==> config.mk <==
export PLATFORM = sky130hd
export DESIGN_NAME = twm_master_rx
export DESIGN_NICKNAME = d
export VERILOG_FILES = /design/src/rtl/twm_pkg.sv /design/src/rtl/twm_qtick.sv /design/src/rtl/twm_engine.sv /design/src/rtl/twm_master_rx.sv
export SDC_FILE = /design/constraint.sdc
export NUM_CORES = 1
export LEC_CHECK = 0
export ABC_AREA = 1
export BUFFER_PORTS_ARGS = -buffer_cell sky130_fd_sc_hd__buf_2
export CORE_ASPECT_RATIO = 1.75
export CORE_MARGIN = 10
export CORE_UTILIZATION = 55
export CTS_CLUSTER_SIZE = 8
export DETAILED_ROUTE_END_ITERATION = 12
export PLACE_DENSITY = 0.75
export SYNTH_ARGS = -nofsm -noshare
export SYNTH_HDL_FRONTEND = slang
export SYNTH_SLANG_ARGS = --single-unit
==> constraint.sdc <==
create_clock -name clk -period 2.6 [get_ports clk]
set_input_delay 0.52 -clock clk [delete_from_list [all_inputs] [get_ports clk]]
set_output_delay 0.52 -clock clk [all_outputs]
set_load 0.005 [all_outputs]
==> src/rtl/twm_pkg.sv <==
package twm_pkg;

  typedef enum logic [1:0] {OP_START, OP_STOP, OP_TX, OP_RX} op_e;

  typedef enum logic [2:0] {
    K_START, K_RSTART, K_ADDR, K_WDATA, K_RX, K_STOP
  } kind_e;

  localparam logic [7:0] ST_START   = 8'h08;
  localparam logic [7:0] ST_RSTART  = 8'h10;
  localparam logic [7:0] ST_W_AACK  = 8'h18;
  localparam logic [7:0] ST_W_ANACK = 8'h20;
  localparam logic [7:0] ST_W_DACK  = 8'h28;
  localparam logic [7:0] ST_W_DNACK = 8'h30;
  localparam logic [7:0] ST_ARB     = 8'h38;
  localparam logic [7:0] ST_R_AACK  = 8'h40;
  localparam logic [7:0] ST_R_ANACK = 8'h48;
  localparam logic [7:0] ST_R_DACK  = 8'h50;
  localparam logic [7:0] ST_R_DNACK = 8'h58;
  localparam logic [7:0] ST_IDLE    = 8'hF8;

  // Status encoder: maps a finished event onto its code
  function automatic logic [7:0] post_status(kind_e kind, logic arb, logic ack, logic rd);
    logic [7:0] s;
    case (kind)
      K_START:  s = ST_START;
      K_RSTART: s = ST_RSTART;
      K_ADDR:   s = arb ? ST_ARB : (rd ? (ack ? ST_R_AACK : ST_R_ANACK)
                                       : (ack ? ST_W_AACK : ST_W_ANACK));
      K_WDATA:  s = arb ? ST_ARB : (ack ? ST_W_DACK : ST_W_DNACK);
      K_RX:     s = ack ? ST_R_DACK : ST_R_DNACK;
      default:  s = ST_IDLE;
    endcase
    return s;
  endfunction

endpackage

==> src/rtl/twm_qtick.sv <==
module twm_qtick #(
  parameter int QDIV = 4
) (
  input  logic clk,
  input  logic rst_n,
  output logic tick
);
  localparam int CW = (QDIV > 1) ? $clog2(QDIV) : 1;

  logic [CW-1:0] cnt_q, cnt_n;
  logic          tick_q, tick_n;

  always_comb begin
    tick_n = (cnt_q == '0);
    cnt_n  = (cnt_q == '0) ? CW'(QDIV - 1) : cnt_q - 1'b1;
  end

  always_ff @(posedge clk or negedge rst_n) begin
    if (!rst_n) begin
      cnt_q  <= '0;
      tick_q <= 1'b0;
    end else begin
      cnt_q  <= cnt_n;
      tick_q <= tick_n;
    end
  end

  assign tick = tick_q;

  generate
    if (QDIV > 1) begin : g_gap
      AST_TICK_GAP: assert property (@(posedge clk) disable iff (!rst_n)
        tick_q |=> !tick_q);
    end
  endgenerate

endmodule

==> src/rtl/twm_engine.sv <==
module twm_engine
  import twm_pkg::*;
#(
  parameter int BUS_FREE = 4
) (
  input  logic       clk,
  input  logic       rst_n,
  input  logic       tick,
  input  logic       go,
  input  op_e        go_op,
  input  logic [7:0] go_byte,
  input  logic       go_ack,
  input  logic       scl_in,
  input  logic       sda_in,
  output logic       busy,
  output logic       own,
  output logic       done,
  output logic       res_arb,
  output logic       res_ack,
  output logic [7:0] res_byte,
  output logic       scl_low,
  output logic       sda_low
);
  localparam int FW = $clog2(BUS_FREE + 1);

  typedef enum logic [1:0] {E_IDLE, E_WAIT, E_RUN, E_HOLD} est_e;

  est_e          st_q, st_n;
  op_e           op_q, op_n;
  logic [1:0]    q_q, q_n;
  logic [3:0]    bit_q, bit_n;
  logic [7:0]    sh_q, sh_n;
  logic [FW-1:0] free_q, free_n;
  logic ackc_q, ackc_n, ack_q, ack_n, arb_q, arb_n;
  logic done_q, done_n, hold_q, hold_n, own_q, own_n;
  logic drv_sda, end_bit, last_bit, arb_hit;

  // SDA drive during the running bit, per quarter
  always_comb begin
    case (op_q)
      OP_START: drv_sda = (q_q == 2'd3);
      OP_STOP:  drv_sda = (q_q != 2'd3);
      OP_TX:    drv_sda = (bit_q < 4'd8) ? !sh_q[7] : 1'b0;
      default:  drv_sda = (bit_q == 4'd8) && ackc_q;
    endcase
  end

  assign end_bit  = tick && (q_q == 2'd3);
  assign last_bit = (op_q == OP_START) || (op_q == OP_STOP) || (bit_q == 4'd8);
  assign arb_hit  = end_bit && (op_q == OP_TX) && (bit_q < 4'd8) && sh_q[7] && !sda_in;

  always_comb begin
    st_n = st_q; op_n = op_q; q_n = q_q; bit_n = bit_q; sh_n = sh_q;
    free_n = free_q; ackc_n = ackc_q; ack_n = ack_q; arb_n = arb_q;
    hold_n = hold_q; own_n = own_q; done_n = 1'b0;
    case (st_q)
      E_IDLE, E_HOLD: begin
        if (go) begin
          op_n = go_op; sh_n = go_byte; ackc_n = go_ack;
          q_n = 2'd0; bit_n = 4'd0; free_n = '0;
          st_n = (go_op == OP_START && !own_q) ? E_WAIT : E_RUN;
        end
      end
      E_WAIT: begin
        if (tick) begin
          if (scl_in && sda_in) begin
            free_n = free_q + 1'b1;
            if (free_q == FW'(BUS_FREE - 1)) st_n = E_RUN;
          end else begin
            free_n = '0;
          end
        end
      end
      default: begin
        if (tick) q_n = q_q + 2'd1;
        if (end_bit) begin
          if (bit_q < 4'd8) sh_n = (op_q == OP_RX) ? {sh_q[6:0], sda_in} : {sh_q[6:0], 1'b0};
          if (op_q == OP_TX && bit_q == 4'd8) ack_n = !sda_in;
          if (op_q == OP_RX && bit_q == 4'd8) ack_n = ackc_q;
          if (last_bit) begin
            done_n = 1'b1; arb_n = 1'b0;
            if (op_q == OP_STOP) begin
              st_n = E_IDLE; own_n = 1'b0;
            end else begin
              st_n = E_HOLD; own_n = 1'b1; hold_n = drv_sda;
            end
          end else begin
            bit_n = bit_q + 4'd1;
          end
          if (arb_hit) begin
            st_n = E_IDLE; own_n = 1'b0; done_n = 1'b1; arb_n = 1'b1;
          end
        end
      end
    endcase
  end

  always_ff @(posedge clk or negedge rst_n) begin
    if (!rst_n) begin
      st_q <= E_IDLE; op_q <= OP_START; q_q <= '0; bit_q <= '0; sh_q <= '0;
      free_q <= '0; ackc_q <= 1'b0; ack_q <= 1'b0; arb_q <= 1'b0;
      hold_q <= 1'b0; own_q <= 1'b0; done_q <= 1'b0;
    end else begin
      st_q <= st_n; op_q <= op_n; q_q <= q_n; bit_q <= bit_n; sh_q <= sh_n;
      free_q <= free_n; ackc_q <= ackc_n; ack_q <= ack_n; arb_q <= arb_n;
      hold_q <= hold_n; own_q <= own_n; done_q <= done_n;
    end
  end

  assign scl_low  = (st_q == E_RUN) ? !q_q[1] : (st_q == E_HOLD);
  assign sda_low  = (st_q == E_RUN) ? drv_sda : ((st_q == E_HOLD) && hold_q);
  assign busy     = (st_q == E_WAIT) || (st_q == E_RUN);
  assign own      = own_q;
  assign done     = done_q;
  assign res_arb  = arb_q;
  assign res_ack  = ack_q;
  assign res_byte = sh_q;

  AST_WAIT_FREE: assert property (@(posedge clk) disable iff (!rst_n)
    (st_q == E_WAIT && tick && !(scl_in && sda_in)) |=> (st_q == E_WAIT));
  AST_ARB_RELEASE: assert property (@(posedge clk) disable iff (!rst_n)
    (done_q && arb_q) |-> (!scl_low && !sda_low));

endmodule

==> src/rtl/twm_master_rx.sv <==
module twm_master_rx
  import twm_pkg::*;
#(
  parameter int QDIV     = 4,
  parameter int BUS_FREE = 4
) (
  input  logic       clk,
  input  logic       rst_n,
  input  logic       ctl_wr,
  input  logic [7:0] ctl_wdata,
  input  logic       dat_wr,
  input  logic [7:0] dat_wdata,
  output logic [7:0] ctl_rdata,
  output logic [7:0] stat_rdata,
  output logic [7:0] dat_rdata,
  output logic       irq,
  input  logic       scl_in,
  input  logic       sda_in,
  output logic       scl_low,
  output logic       sda_low
);
  logic [1:0] rs_q;
  logic       arst_n;

  always_ff @(posedge clk or negedge rst_n) begin
    if (!rst_n) rs_q <= 2'b00;
    else        rs_q <= {rs_q[0], 1'b1};
  end
  assign arst_n = rs_q[1];

  logic       tick;
  logic       eng_busy, eng_own, eng_done, eng_arb, eng_ack;
  logic [7:0] eng_byte;
  logic       fire, ctl_go;
  op_e        op_sel;
  kind_e      kind_sel, kind_q, kind_n;

  logic flag_q, flag_n, acken_q, acken_n, sta_q, sta_n, sto_q, sto_n;
  logic wcol_q, wcol_n, en_q, en_n, ie_q, ie_n, rd_q, rd_n;
  logic [7:0] stat_q, stat_n, dat_q, dat_n;
  logic unused_bits;

  assign unused_bits = ^{ctl_wdata[3], ctl_wdata[1]};

  twm_qtick #(.QDIV(QDIV)) u_tick (.clk(clk), .rst_n(arst_n), .tick(tick));

  twm_engine #(.BUS_FREE(BUS_FREE)) u_eng (
    .clk(clk), .rst_n(arst_n), .tick(tick),
    .go(fire), .go_op(op_sel), .go_byte(dat_q), .go_ack(ctl_wdata[6]),
    .scl_in(scl_in), .sda_in(sda_in),
    .busy(eng_busy), .own(eng_own), .done(eng_done), .res_arb(eng_arb),
    .res_ack(eng_ack), .res_byte(eng_byte), .scl_low(scl_low), .sda_low(sda_low)
  );

  assign ctl_go = ctl_wr && ctl_wdata[7] && ctl_wdata[2] && !eng_busy &&
                  (flag_q || stat_q == ST_IDLE);

  // Next bus action, picked from the request bits and the posted status
  always_comb begin
    fire = 1'b0; op_sel = OP_TX; kind_sel = K_ADDR;
    if (ctl_go) begin
      if (ctl_wdata[5]) begin
        fire = 1'b1; op_sel = OP_START; kind_sel = eng_own ? K_RSTART : K_START;
      end else if (ctl_wdata[4] && eng_own) begin
        fire = 1'b1; op_sel = OP_STOP; kind_sel = K_STOP;
      end else begin
        case (stat_q)
          ST_START, ST_RSTART: begin fire = 1'b1; op_sel = OP_TX; kind_sel = K_ADDR;  end
          ST_W_AACK, ST_W_DACK: begin fire = 1'b1; op_sel = OP_TX; kind_sel = K_WDATA; end
          ST_R_AACK, ST_R_DACK: begin fire = 1'b1; op_sel = OP_RX; kind_sel = K_RX;    end
          default: ;
        endcase
      end
    end
  end

  always_comb begin
    flag_n = flag_q; acken_n = acken_q; sta_n = sta_q; sto_n = sto_q;
    wcol_n = wcol_q; en_n = en_q; ie_n = ie_q; rd_n = rd_q;
    stat_n = stat_q; dat_n = dat_q; kind_n = kind_q;
    if (fire) begin
      kind_n = kind_sel;
      if (kind_sel == K_ADDR) rd_n = dat_q[0];
    end
    if (eng_done) begin
      stat_n = post_status(kind_q, eng_arb, eng_ack, rd_q);
      if (kind_q == K_RX) dat_n = eng_byte;
      if (kind_q == K_START || kind_q == K_RSTART) sta_n = 1'b0;
      if (kind_q == K_STOP) sto_n = 1'b0;
    end
    if (ctl_wr) begin
      acken_n = ctl_wdata[6]; sta_n = ctl_wdata[5]; sto_n = ctl_wdata[4];
      en_n = ctl_wdata[2]; ie_n = ctl_wdata[0];
      if (ctl_wdata[7]) flag_n = 1'b0;
    end
    if (eng_done && kind_q != K_STOP) flag_n = 1'b1;
    if (dat_wr) begin
      if (flag_q) begin
        dat_n = dat_wdata; wcol_n = 1'b0;
      end else begin
        wcol_n = 1'b1;
      end
    end
  end

  always_ff @(posedge clk or negedge arst_n) begin
    if (!arst_n) begin
      flag_q <= 1'b0; acken_q <= 1'b0; sta_q <= 1'b0; sto_q <= 1'b0;
      wcol_q <= 1'b0; en_q <= 1'b0; ie_q <= 1'b0; rd_q <= 1'b0;
      stat_q <= ST_IDLE; dat_q <= 8'h00; kind_q <= K_START;
    end else begin
      flag_q <= flag_n; acken_q <= acken_n; sta_q <= sta_n; sto_q <= sto_n;
      wcol_q <= wcol_n; en_q <= en_n; ie_q <= ie_n; rd_q <= rd_n;
      stat_q <= stat_n; dat_q <= dat_n; kind_q <= kind_n;
    end
  end

  assign ctl_rdata  = {flag_q, acken_q, sta_q, sto_q, wcol_q, en_q, 1'b0, ie_q};
  assign stat_rdata = stat_q;
  assign dat_rdata  = dat_q;
  assign irq        = flag_q && ie_q;

  AST_SCL_HELD: assert property (@(posedge clk) disable iff (!arst_n)
    (flag_q && eng_own) |-> scl_low);
  AST_WCOL_KEEP: assert property (@(posedge clk) disable iff (!arst_n)
    (dat_wr && !flag_q && !eng_done) |=> ($stable(dat_q) && wcol_q));
  AST_FLAG_CLEAR: assert property (@(posedge clk) disable iff (!arst_n)
    (ctl_wr && ctl_wdata[7] && !eng_done) |=> !flag_q);
  AST_FLAG_NOT_IDLE: assert property (@(posedge clk) disable iff (!arst_n)
    flag_q |-> (stat_q != ST_IDLE));

endmodule

== After elaboration in Yosys (flattened, before gate mapping) ==
Cells that the tools add are included.

* Add/subtract/negate cells: 4
* Order comparisons: 1
* Eq/ne operators: 29
* Mux-type cells: 77
* Bitwise logic cells: 3
* Reduce and logical (&&, ||, !) cells: 64

{| class="wikitable"
|+ Operators by type and width
! cell !! count
|-
| 8-bit 2-to-1 mux || 7
|-
| 8-bit case mux with 5 select lines || 1
|-
| 1-bit 2-to-1 mux || 31
|-
| 2-bit 2-to-1 mux || 15
|-
| 2-bit nonzero test || 11
|-
| 4-bit 2-to-1 mux || 5
|-
| 1-bit logical AND || 18
|-
| 3-bit 2-to-1 mux || 6
|-
| 8-bit by 5-bit equality test with 1-bit output, second input constant || 2
|-
| 8-bit by 7-bit equality test with 1-bit output, second input constant || 2
|-
| 8-bit case mux with 2 select lines || 1
|-
| 7-bit 2-to-1 mux || 2
|-
| 3-bit by 2-bit equality test with 1-bit output, second input constant || 4
|-
| 3-bit case mux with 2 select lines || 2
|-
| 3-bit AND reduction || 4
|-
| 4-bit AND reduction || 3
|-
| 2-bit equality test, second input constant || 5
|-
| 5-bit 2-to-1 mux || 2
|-
| 2-bit AND reduction || 5
|-
| 8-bit by 4-bit equality test with 1-bit output, second input constant || 1
|-
| 8-bit by 6-bit equality test with 1-bit output, second input constant || 1
|-
| 8-bit equality test, second input constant || 1
|-
| 2-bit zero test || 4
|-
| 2-bit inequality test, second input constant || 4
|-
| other kinds (25) || 41
|}

* Register bits: 59
* Input bits: 22
* Output and inout port bits: 27
* Word-level logic and storage cells: 204

== Logic depth before layout (Yosys ltp) ==
* Depth after elaboration: 11
* Gate-level depth with buffers: 12
* Gate-level depth less buffers: 12

== By module ==
A second synthesis with hierarchy kept.

* Cells, all modules: 392
* Area, all modules: 3119.2 um2

{| class="wikitable"
|+ By module, submodules not included
! module !! times used !! cells an instance !! area each (um2) !! sequential area each (um2)
|-
| twm_engine || 1 || 204 || 1549.0 || 675.6
|-
| twm_master_rx || 1 || 179 || 1463.9 || 656.9
|-
| twm_qtick || 1 || 9 || 106.4 || 75.1
|}

== Least setup slack after synthesis ==
OpenSTA, ideal clock, no wires.

* Path type: register -> register
* Start point: register u_eng.st_q[0]
* End point: register u_eng.sh_q[6] (netlist: u_eng.res_byte[6])
* Setup time: 0.122 ns
* Arrival time: 1.587 ns
* Data required time: 2.478 ns
* Setup slack: 0.892 ns
* Cell stages (with the launch flop): 13
* Path buffers: 1
* Clock period less this slack: 1.708 ns
* Path through: dfrtp_1 > inv_1 > ha_1 > nand3_1 > inv_2 > nand2_4 > clkinv_4 > nand2_4 > o21ai_2 > nand2_4 > buf_6 > nand2_2 > o21ai_2

* Cells in the longest elaborated chain, start to end: 8
* Elaborated cells between the ends (all ways): 16
* Those cells by class: eq/ne (4); mux (2); bitwise (1); reduce/logical (9)

{| class="wikitable"
|+ RTL lines
! element !! line !! source
|-
| start, declared || twm_engine.sv:28 || <nowiki>est_e st_q, st_n;</nowiki>
|-
| start signal, assigned || twm_engine.sv:104 || <nowiki>st_q <= st_n; op_q <= op_n; q_q <= q_n; bit_q <= bit_n; sh_q <= sh_n;</nowiki>
|-
| 2-bit by 1-bit equality test with 1-bit output or 2-bit equality test (tied branches) || twm_engine.sv:56, twm_engine.sv:112 ||
|-
| 1-bit logical OR || twm_engine.sv:112 || <nowiki>assign busy = (st_q == E_WAIT) || (st_q == E_RUN);</nowiki>
|-
| 1-bit zero test || twm_master_rx.sv:55 || <nowiki>assign ctl_go = ctl_wr && ctl_wdata[7] && ctl_wdata[2] && !eng_busy &&</nowiki>
|-
| 1-bit logical AND (2 in a row) || twm_master_rx.sv:55 ||
|-
| 1-bit 2-to-1 mux || twm_master_rx.sv:61 || <nowiki>if (ctl_go) begin</nowiki>
|-
| 2-bit inequality test (no line) || -- ||
|-
| 4-bit AND reduction (no line) || -- ||
|-
| end signal, assigned || twm_engine.sv:104 ||
|-
| end, declared || twm_engine.sv:32 || <nowiki>logic [7:0] sh_q, sh_n;</nowiki>
|}

Parallel ways exist; a longest one is shown, timed or not.
A chain may end at the register's enable or synchronous reset.

== Worst setup path after layout ==
* Start point: register u_eng.bit_q[0]
* End point: output port sda_low

* Cells in the longest elaborated chain, start to end: 4
* Elaborated cells between the ends (all ways): 6
* Those cells by class: order compare (1); eq/ne (1); mux (3); reduce/logical (1)

{| class="wikitable"
|+ RTL lines
! element !! line !! source
|-
| start, declared || twm_engine.sv:31 || <nowiki>logic [3:0] bit_q, bit_n;</nowiki>
|-
| start signal, assigned || twm_engine.sv:104 ||
|-
| 4-bit < comparator or 4-bit equality test (tied branches) || twm_engine.sv:43, twm_engine.sv:44 ||
|-
| 1-bit 2-to-1 mux or 1-bit logical AND (tied branches) || twm_engine.sv:43, twm_engine.sv:44 ||
|-
| 1-bit case mux with 3 select lines * || twm_engine.sv:40 || <nowiki>case (op_q)</nowiki>
|-
| 1-bit 2-to-1 mux * || twm_engine.sv:111 || <nowiki>assign sda_low = (st_q == E_RUN) ? drv_sda : ((st_q == E_HOLD) && hold_q);</nowiki>
|-
| end, declared || twm_master_rx.sv:20 || <nowiki>output logic sda_low</nowiki>
|}

Every way passes the cells marked *; elsewhere a longest branch is shown, timed or not.

==> results_dict.tcl <==
set metrics [dict create \
    cts.root.buffer_cell "clkbuf_8" \
    hold_ws_ns 0.366 \
    post-place-ws_ns 0.701 \
    slew_viol_final 0 \
    track_usage_pct 15.0 \
    tritoncts "done" \
    hold_viol 0 \
    die_x_um 76.5 \
    fillers 527 \
    setup_viol 0 \
    wirelength_mm 6.72 \
    whs_path_depth 0 \
    clk_latency_ns 0.32 \
    layout_setup_ws_ns 0.359 \
    final_nets 443 \
    ctsLongestPathBuffers 2 \
    yosys_warnings 0 \
    hold_start "rs_q[0]" \
    core_sq_um 5500 \
    hp-class "flip-flop to flip-flop" \
    slew_headroom_pct 55.9 \
    top_level_ports 49 \
    synthToLayoutAreaGrowth_pct 10.6 \
    status "complete, no violations" \
    critPathMaxFanout 4 \
    dieHeight_um 119 \
    routedWlPerCell_um 13.8 \
    synth_seq_cells 56 \
    powerDensity_nw_per_um2 981 \
    worst-path-buf-inv 2 \
    yosysSeqAreaShare_pct 45.8 \
    drcViolationCount 0 \
    rr_endpoint "u_eng.res_byte[2]" \
    synthDistinctLibCells 36 \
    critPathLaunchType "flip-flop" \
    max_stage_delay_ns 0.42 \
    grt_pass1_wl_mm 11.4 \
    crit_chain "inv_1, ha_1, nand3_1, nor2_1, nand3_1, nand3_1, nand2_1, o21ai_0, buf_2" \
    reg2regPathDepth 11 \
    numCtsBuffers 5 \
    period_needed_ns 2.24 \
    crit_type "flip-flop to output pin" \
    synth_area_sq_um 3070 \
    syn_area_per_cell_sq_um 8.32 \
    die_area_sq_um 9090 \
    path_delay_family "simple AND/OR/NAND/NOR gates" \
    ant_nets 0 \
    drtIter0Drc 104 \
    fin_crit_sh_pct 86.2 \
    final_common_cell "nand2_1" \
    fin_skew_ns 0.00946 \
    port_buffers 42 \
    ir_worst_vdd_mv 0.557 \
    dr.pass1.iters 5 \
    fin_area_sq_um 3390 \
    num_vias 2543 \
    synth_cells 369 \
    whs_endpoint "rs_q[1]" \
    leakagePower_nw 1.76 \
    crit_top_cell "nand3_1" \
    grt_overflow_total 0 \
    antenna_cells 0 \
    design_power_total_mw 3.33 \
    layout_common_cells "79 x nand2_1, 50 x dfrtp_1, 42 x inv_1, 42 x buf_2, 36 x nor2_1" \
    r2r_slack_ns 0.82 \
    grt_antenna_before_repair 0 \
    tightest_slew_ns 0.662 \
    post-cts-setup-buffers 0 \
    start_util_pct 55.9 \
    rows 36 \
    required_ns 2.08 \
    clock.fmax_ghz 0.446 \
    cap_violations 0 \
    place_congestion 0.880 \
    viasPerCell 5.23 \
    grt_pass1_vias 2617 \
    placed_area_sq_um 3300 \
    dp_hpwl_mm 5.14 \
    fin_setup_tns_ns 0 \
    cts_max_level 2 \
    grt_max_degree 55 \
    clock-sinks 56 \
    endpoint_kind "output pin" \
    crit_slowest_cell "dfrtp_1" \
    cts.clk_slew.worst_paths_ns 0.09 \
    drive_above_1_share_pct 20.7 \
    worst_ep_arrival_time_ns 1.72 \
    rsz0062_at_grt "no" \
    worstReg2RegStart "u_eng.st_q[0]" \
]
stage by stage:
| stage | utilization (%) | std cells |
|---|---|---|
| after global routing | 61.8 | 486 |
| after CTS | 61.8 | 486 |
| after floorplan | - | 372 |
| final | 61.8 | 486 |
| after detailed placement | 60.0 | 477 |
| after global placement | 60.0 | 477 |
layout make-up:
type / count / area [sq um] / share of cell area, %
Sequential cell: 56 / 1410 / 41.5
Multi-Input combinational cell: 255 / 1390 / 40.9
Timing Repair Buffer: 46 / 243 / 7.15
Inverter: 45 / 174 / 5.12
Tap cell: 76 / 95.1 / 2.80
Clock buffer: 7 / 76.3 / 2.25
Clock inverter: 1 / 8.76 / 0.258
cells in the mapped netlist:
| master | number | area share, % |
|---|---|---|
| nand2_1 | 79 | 9.7 |
| dfrtp_1 | 51 | 42 |
| inv_1 | 42 | 5.1 |
| nor2_1 | 36 | 4.4 |
| o21ai_0 | 26 | 4.2 |
| nand3_1 | 19 | 3.1 |
| ha_1 | 12 | 4.9 |
| a21oi_1 | 11 | 1.8 |
| buf_4 | 11 | 2.7 |
| o21ai_2 | 10 | 2.9 |
| mux2i_1 | 9 | 2.9 |
| nor3_1 | 7 | 1.1 |
| o21ai_1 | 7 | 1.1 |
| nand4_1 | 6 | 1.2 |
| dfstp_2 | 5 | 4.3 |
| nand2_2 | 4 | 0.81 |
| a31oi_1 | 3 | 0.61 |
| nand2_4 | 3 | 1.1 |
| nand3_2 | 3 | 0.98 |
| or2_2 | 3 | 0.61 |
| a22oi_1 | 2 | 0.49 |
| a32oi_1 | 2 | 0.57 |
| buf_2 | 2 | 0.33 |
| clkbuf_1 | 2 | 0.24 |
| conb_1 | 2 | 0.24 |
| inv_2 | 2 | 0.24 |
| a211oi_1 | 1 | 0.24 |
| a21oi_2 | 1 | 0.29 |
| a22o_1 | 1 | 0.29 |
| a31o_2 | 1 | 0.29 |
| buf_6 | 1 | 0.37 |
| clkinv_4 | 1 | 0.29 |
| nand3b_1 | 1 | 0.24 |
| o22ai_1 | 1 | 0.20 |
| o31ai_1 | 1 | 0.24 |
| xor2_1 | 1 | 0.29 |
how the worst max path moves through the flow:
stage | startpoint | end | cells after the start
after floorplan | u_eng.st_q[0] | u_eng.res_byte[6] | 12
after global placement | u_eng.bit_q[0] | sda_low | 9
after detailed placement | u_eng.bit_q[0] | sda_low | 9
after CTS | u_eng.bit_q[0] | sda_low | 9
after global routing | u_eng.bit_q[0] | sda_low | 9
final | u_eng.bit_q[0] | sda_low | 9
cells by family after synthesis:
kind of cell	count (synthesis)	synth area share (%)
AO/OA/AOI/OAI	67	13.2
buffers and inverters	61	9.29
adder cells (fa/ha/maj)	12	4.89
flip-flops	56	45.8
other	2	0.245
XOR/XNOR	1	0.285
AND/OR/NAND/NOR	161	23.3
multiplexers	9	2.93
state kept, by name, summed over array words and instances (netlist names), 2 cells and up:
signal and count:
kind_q 3, u_eng.res_byte 8, u_eng.op_q 2, stat_rdata 5
u_tick.cnt_q 2, dat_rdata 8, u_eng.bit_q 4, u_eng.st_q 2
rs_q 2, u_eng.q_q 2, u_eng.free_q 3
power breakdown:
group	switching [mW]	leakage [nW]	internal, mW
logic	0.909	1.03	0.571
clock network	0.281	0.0424	0.193
registers	0.248	0.688	1.13
total	1.44	1.76	1.89
timing repair:
action / CTS / global route
gates resized for setup: 0 / 0
endpoints found under the setup margin: 0 / 0
hold buffers: 1 / 0
endpoints found under the hold margin: 2 / 0
worst reg2reg max path: cells and delay by family, from the launching register on:
kind                     cells  cell delay (ns)
AO/OA/AOI/OAI                2             0.15
adder cells (fa/ha/maj)      1             0.35
buffers and inverters        3             0.19
flip-flops                   1             0.40
AND/OR/NAND/NOR              5             0.63
routing by layer:
| layer | up-vias | share of wire, % | track usage, % |
|---|---|---|---|
| met4 | 0 | 3.2 | 8.88 |
| met3 | 20 | 3.5 | 3.24 |
| met2 | 48 | 56 | 28.8 |
| met5 | - | 0 | 0 |
| met1 | 1201 | 38 | 14.0 |
| li1 | 1274 | - | - |
Note: power is estimated with default switching activity, not from simulation.
